===== src/rtl/dsadc_pkg.sv =====
package dsadc_pkg;

   typedef enum logic [1:0] {
      ST_AZ    = 2'd0,
      ST_INT   = 2'd1,
      ST_DEINT = 2'd2,
      ST_ZERO  = 2'd3
   } seq_state_t;

   localparam logic [1:0] CODE_ZERO = 2'b00;
   localparam logic [1:0] CODE_AZ   = 2'b01;

endpackage


===== src/rtl/dsadc_cnt.sv =====
module dsadc_cnt #(
   parameter int CNT_W = 16
) (
   input  logic             clk,
   input  logic             rst,
   input  logic             clr_i,
   input  logic             en_i,
   output logic [CNT_W:0]   cnt_o,
   output logic             int_end_o,
   output logic             win_end_o
);

   localparam logic [CNT_W:0] INT_LAST = {1'b0, {CNT_W{1'b1}}};

   logic [CNT_W:0] cnt_q;

   always_ff @(posedge clk) begin
      if (rst || clr_i) begin
         cnt_q <= '0;
      end else if (en_i) begin
         cnt_q <= cnt_q + 1'b1;
      end
   end

   assign cnt_o     = cnt_q;
   assign int_end_o = (cnt_q == INT_LAST);
   assign win_end_o = &cnt_q;

endmodule


===== src/rtl/dsadc_fsm.sv =====
module dsadc_fsm
   import dsadc_pkg::*;
(
   input  logic       clk,
   input  logic       rst,
   input  logic       start_i,
   input  logic       cmp_i,
   input  logic       int_end_i,
   input  logic       win_end_i,
   output seq_state_t state_o,
   output logic       cnt_clr_o,
   output logic       cnt_en_o,
   output logic       cap_o,
   output logic       cap_ovr_o,
   output logic       pol_o
);

   seq_state_t state_q, state_nx;
   logic       pol_q;

   always_ff @(posedge clk) begin
      if (rst) begin
         state_q <= ST_AZ;
         pol_q   <= 1'b0;
      end else begin
         state_q <= state_nx;
         if (state_q == ST_INT && int_end_i) begin
            pol_q <= cmp_i;
         end
      end
   end

   always_comb begin
      state_nx  = state_q;
      cnt_clr_o = 1'b1;
      cnt_en_o  = 1'b0;
      cap_o     = 1'b0;
      cap_ovr_o = 1'b0;
      case (state_q)
         ST_AZ: begin
            if (start_i) state_nx = ST_INT;
         end
         ST_INT: begin
            if (int_end_i) begin
               state_nx = ST_DEINT;
            end else begin
               cnt_clr_o = 1'b0;
               cnt_en_o  = 1'b1;
            end
         end
         ST_DEINT: begin
            if (cmp_i != pol_q) begin
               cap_o    = 1'b1;
               state_nx = ST_ZERO;
            end else if (win_end_i) begin
               cap_o     = 1'b1;
               cap_ovr_o = 1'b1;
               state_nx  = ST_ZERO;
            end else begin
               cnt_clr_o = 1'b0;
               cnt_en_o  = 1'b1;
            end
         end
         ST_ZERO: begin
            if (cmp_i) state_nx = ST_AZ;
         end
         default: state_nx = ST_AZ;
      endcase
   end

   assign state_o = state_q;
   assign pol_o   = pol_q;

endmodule


===== src/rtl/dsadc_result.sv =====
module dsadc_result #(
   parameter int MAG_W = 17
) (
   input  logic             clk,
   input  logic             rst,
   input  logic             cap_i,
   input  logic             cap_ovr_i,
   input  logic             pol_i,
   input  logic [MAG_W-1:0] cnt_i,
   output logic             valid_o,
   output logic             sign_o,
   output logic [MAG_W-1:0] mag_o,
   output logic             ovr_o
);

   always_ff @(posedge clk) begin
      if (rst) begin
         valid_o <= 1'b0;
         sign_o  <= 1'b0;
         mag_o   <= '0;
         ovr_o   <= 1'b0;
      end else begin
         valid_o <= cap_i;
         if (cap_i) begin
            sign_o <= ~pol_i;
            ovr_o  <= cap_ovr_i;
            mag_o  <= cap_ovr_i ? {MAG_W{1'b1}} : cnt_i;
         end
      end
   end

endmodule


===== src/rtl/dsadc_phase_enc.sv =====
module dsadc_phase_enc
   import dsadc_pkg::*;
#(
   parameter logic [1:0] INT_CODE   = 2'b10,
   parameter logic [1:0] DEINT_CODE = 2'b11
) (
   input  seq_state_t state_i,
   output logic [1:0] phase_o
);

   generate
      if (INT_CODE == CODE_ZERO || INT_CODE == CODE_AZ) begin : g_bad_int
         $error("INT_CODE collides with a fixed phase code");
      end
      if (DEINT_CODE == CODE_ZERO || DEINT_CODE == CODE_AZ
          || DEINT_CODE == INT_CODE) begin : g_bad_deint
         $error("DEINT_CODE collides with another phase code");
      end
   endgenerate

   always_comb begin
      case (state_i)
         ST_AZ:    phase_o = CODE_AZ;
         ST_INT:   phase_o = INT_CODE;
         ST_DEINT: phase_o = DEINT_CODE;
         default:  phase_o = CODE_ZERO;
      endcase
   end

endmodule


===== src/rtl/dsadc_seq.sv =====
module dsadc_seq
   import dsadc_pkg::*;
#(
   parameter int         CNT_W      = 16,
   parameter logic [1:0] INT_CODE   = 2'b10,
   parameter logic [1:0] DEINT_CODE = 2'b11,
   localparam int        MAG_W      = CNT_W + 1
) (
   input  logic             clk,
   input  logic             rst,
   input  logic             start_i,
   input  logic             cmp_i,
   output logic [1:0]       phase_o,
   output logic             valid_o,
   output logic             sign_o,
   output logic [MAG_W-1:0] mag_o,
   output logic             ovr_o
);

   generate
      if (CNT_W < 2 || CNT_W > 30) begin : g_bad_width
         $error("CNT_W must lie between 2 and 30");
      end
   endgenerate

   seq_state_t       state;
   logic             cnt_clr, cnt_en, int_end, win_end;
   logic             cap, cap_ovr, pol;
   logic [MAG_W-1:0] cnt;

   dsadc_cnt #(.CNT_W(CNT_W)) u_cnt (
      .clk       (clk),
      .rst       (rst),
      .clr_i     (cnt_clr),
      .en_i      (cnt_en),
      .cnt_o     (cnt),
      .int_end_o (int_end),
      .win_end_o (win_end)
   );

   dsadc_fsm u_fsm (
      .clk       (clk),
      .rst       (rst),
      .start_i   (start_i),
      .cmp_i     (cmp_i),
      .int_end_i (int_end),
      .win_end_i (win_end),
      .state_o   (state),
      .cnt_clr_o (cnt_clr),
      .cnt_en_o  (cnt_en),
      .cap_o     (cap),
      .cap_ovr_o (cap_ovr),
      .pol_o     (pol)
   );

   dsadc_result #(.MAG_W(MAG_W)) u_res (
      .clk       (clk),
      .rst       (rst),
      .cap_i     (cap),
      .cap_ovr_i (cap_ovr),
      .pol_i     (pol),
      .cnt_i     (cnt),
      .valid_o   (valid_o),
      .sign_o    (sign_o),
      .mag_o     (mag_o),
      .ovr_o     (ovr_o)
   );

   dsadc_phase_enc #(.INT_CODE(INT_CODE), .DEINT_CODE(DEINT_CODE)) u_enc (
      .state_i (state),
      .phase_o (phase_o)
   );

endmodule


===== config.mk =====
export PLATFORM = sky130hd
export DESIGN_NAME = dsadc_seq
export DESIGN_NICKNAME = d
export VERILOG_FILES = /design/src/rtl/dsadc_pkg.sv /design/src/rtl/dsadc_cnt.sv /design/src/rtl/dsadc_fsm.sv /design/src/rtl/dsadc_result.sv /design/src/rtl/dsadc_phase_enc.sv /design/src/rtl/dsadc_seq.sv
export SDC_FILE = /design/constraint.sdc
export NUM_CORES = 1
export LEC_CHECK = 0
export BUFFER_PORTS_ARGS = -buffer_cell sky130_fd_sc_hd__buf_2
export CAP_MARGIN = 10
export CORE_ASPECT_RATIO = 0.8
export CORE_MARGIN = 2
export CORE_UTILIZATION = 40
export DETAILED_ROUTE_END_ITERATION = 16
export GPL_TIMING_DRIVEN = 0
export MAX_ROUTING_LAYER = met4
export PLACE_DENSITY = 0.59
export SKIP_LAST_GASP = 1
export SYNTH_ARGS = -nofsm -noshare
export SYNTH_HDL_FRONTEND = slang
export SYNTH_SLANG_ARGS = --single-unit

===== constraint.sdc =====
create_clock -name clk -period 2.9 [get_ports clk]
set_input_delay 0.58 -clock clk [delete_from_list [all_inputs] [get_ports clk]]
set_output_delay 0.58 -clock clk [all_outputs]
set_load 0.03 [all_outputs]

==> out/results.txt <==
FMAX: 382 MHz
CTS tree: done
Top FF cell, synth: dfxtp_1
Cells after Synth: 224
# diodes: 0
initial core utilization: 0.409
final hold slack: 0.458 ns
post-route setup TNS: 0 ns
sequential area share after synthesis: 0.434
DRT iter0 DRCs: 179
All-Layer GR Usage: 0.192
type of the worst setup path: register to register
fin cells: 315
DRT Pass-1 Iters: 4
worst setup path startpoint: u_cnt.cnt_o[0]$_SDFFE_PP0P_
DP Area: 2040 µm²
max cap viols: 0
CP max stage delay: 0.44 ns
commonest non-fill, non-tap cell in the layout: dfxtp_1
syn_nets: 236
Post-synth EDFFs: 0
hpwl dp: 3070 µm
DRC Markers: 0
vias in the first global route: 1573
CTS Buf Count: 5
Final setup viols: 0
final worst-path cycle share: 0.902
Reg2Reg Launch Point: u_cnt.cnt_o[0]$_SDFFE_PP0P_
Pleak: 0.867 nW
commonest non-fill, non-tap cells in the layout: 40 x dfxtp_1, 37 x nor2_1, 30 x buf_2, 17 x nor3_1, 16 x a21oi_1
Post-Synth Adder-Cell Area: 0.0543
Avg Cell Area, Syn: 8.23 µm²
Reg area: 801 µm²
full die area: 5170 µm²
post-layout util: 0.481
Clock Tree Buf Depth: 2
Setup Buffers After CTS: 0
total wire length: 4180 µm
asr flop ratio synth: 0
number of core rows: 22
GPL Wtd Cong: 0.782
fraction of synthesized area in multiplexers: 0.0271
first-pass GRT wire length: 7560 µm
latest clock arrival within the worst-skew pair: 0.29 ns
crit path max-delay cell type: nor4_1
PD cells: 874 nW/µm²
pin count of the biggest net entering global routing: 13
synth-to-layout area growth: 17.6%
#FFs+latches synth: 40
initial antenna violation count: 0
design area: 2170 µm²
# placed instances: 308
number of H-tree levels: 2
Yosys cell types: 35
Crit Path Max Fanout: 10
fillcell total: 469
result of the run: finished, final reports clean
post-route ant nets: 0
area of the multi-input gates: 943 µm²
Syn Std Cell Area: 1840 µm²
crit path time final: 2.62 ns
Routed WL per cell: 13.3 µm
Clock Root Buffer: clkbuf_8
crit path DAT: 2.84 ns
most used cell, CP: ha_1
HP Start: u_res.sign_o$_SDFFE_PP0P_
Yosys warning total: 0
GRT Residual Overflow: 0
CP required: 3.12 ns
combinational family with the most area after synthesis: simple AND/OR/NAND/NOR gates
Peak VDD IR: 0.313 mV
Setup crit end kind: register
# IOs: 26
layout net count: 267
cell breakdown of the critical path: ha_1 -> and2_1 -> and3_1 -> ha_1 -> o32a_1 -> clkbuf_1 -> nor4_1 -> mux2i_1
via-per-instance ratio: 5.15
CTS sink count: 40
total number of vias: 1622
die width: 79.9 µm
core footprint: 4510 µm²
XOR/XNOR Fraction of Synth Area: 0.00475
slew at the pin with the worst max-slew slack: 0.541 ns
Synth Area in Compound Gates: 0.136
Hold Fails Final Rpt: 0
startpoint types: register
port bufs: 24
die height: 64.7 µm
RSZ-0062 raised after global routing: false
worst min path class: register to register
slew margin rel.: 0.638
Worst Clk Skew: 0.00727 ns
Worst-path clk slew: 0.08 ns
Synth Area in Simple Gates: 0.289
Slew Viols, Final: 0
layout cells sized above 1: 0.149
-- cell usage after synthesis (2+ instances only) --
cell      count  area, µm²
nor2_1       37        139
and3_1        2       12.5
or4_1         6       45.0
a311oi_1      2       17.5
mux2i_1       5       50.1
dfxtp_1      40        801
o21ai_0       5       25.0
o31ai_1       6       45.0
clkbuf_1      8       30.0
o21a_1        2       15.0
or3_1         3       18.8
nand2_1      14       52.6
ha_1          8        100
and4_1        3       26.3
inv_1         9       33.8
buf_2         6       30.0
nand3_1       7       35.0
nor3_1       17       85.1
nand2b_1      6       37.5
nor4_1        4       25.0
a21oi_1      16       80.1
nand4_1       5       31.3
-- critical path, delay by kind of cell (launching register included) --
| kind | cells | cell delay (ns) |
|---|---|---|
| AOI/OAI and AO/OA | 1 | 0.38 |
| buffers and inverters | 1 | 0.24 |
| and+or+nand+nor | 3 | 0.87 |
| DFF | 1 | 0.36 |
| adders and majority gates | 2 | 0.47 |
| muxes | 1 | 0.22 |
-- state kept, by name (all words and copies together) (netlist names) --
register / flops
u_res.sign_o: 1
u_fsm.pol_o: 1
u_cnt.cnt_o: 17
u_res.valid_o: 1
u_res.mag_o: 17
u_res.ovr_o: 1
u_fsm.state_o: 2
-- routing by layer --
| layer | track usage | wire length (µm) |
|---|---|---|
| met5 | - | 0 |
| met4 | 0.0445 | 24 |
| met3 | 0.0515 | 181 |
| met2 | 0.269 | 1710 |
| met1 | 0.276 | 2270 |
-- cells by family (layout without fill, tap and decap cells) --
family	Yosys count	count (layout)
mux	5	5
simple gates	107	107
xor+xnor	1	1
flops	40	40
compound gates	39	39
buf+inv	24	55
fa+ha+maj	8	8
-- metrics by stage --
step | total power [mW] | setup slack, ns
4_1_cts | 1.91 | 0.236
3_5_place_dp | 1.39 | 0.256
6_report | 1.90 | 0.284
3_3_place_gp | 1.38 | 0.231
2_1_floorplan | 1.20 | 0.583
5_1_grt | 2.04 | 0.0586
-- path summary, 6_finish.rpt --
| check | endpoint | slack, ns | depth (start not counted) |
|---|---|---|---|
| worst min register to register | u_res.sign_o$_SDFFE_PP0P_ | 0.46 | 2 |
| worst max-delay path | u_cnt.cnt_o[12]$_SDFFE_PP0P_ | 0.28 | 8 |
| worst min-delay path | u_res.sign_o$_SDFFE_PP0P_ | 0.46 | 2 |
| worst max register to register | u_cnt.cnt_o[12]$_SDFFE_PP0P_ | 0.28 | 8 |
-- power by group --
part           total, mW  leakage [nW]  internal (mW)  switching (mW)
logic              0.718         0.479          0.212           0.506
clock network      0.528        0.0642          0.339           0.189
registers          0.651         0.323          0.612          0.0395
-- area by class of cell --
| class | instances | share of cell area |
|---|---|---|
| flip-flops and latches | 40 | 0.369 |
| multi-input cells | 160 | 0.435 |
| inverters | 9 | 0.0156 |
| repair buffers | 24 | 0.0554 |
| plain buffers | 15 | 0.0311 |
| clock buffers | 5 | 0.0317 |
| clock inverters | 2 | 0.0277 |
| well taps | 60 | 0.0346 |
-- timing repair --
action                     in CTS  in global routing
hold buffers                    0                  0
setup endpoints to repair       0                  5
resized for setup               0                  1
Power figures use the tool's default switching activity.
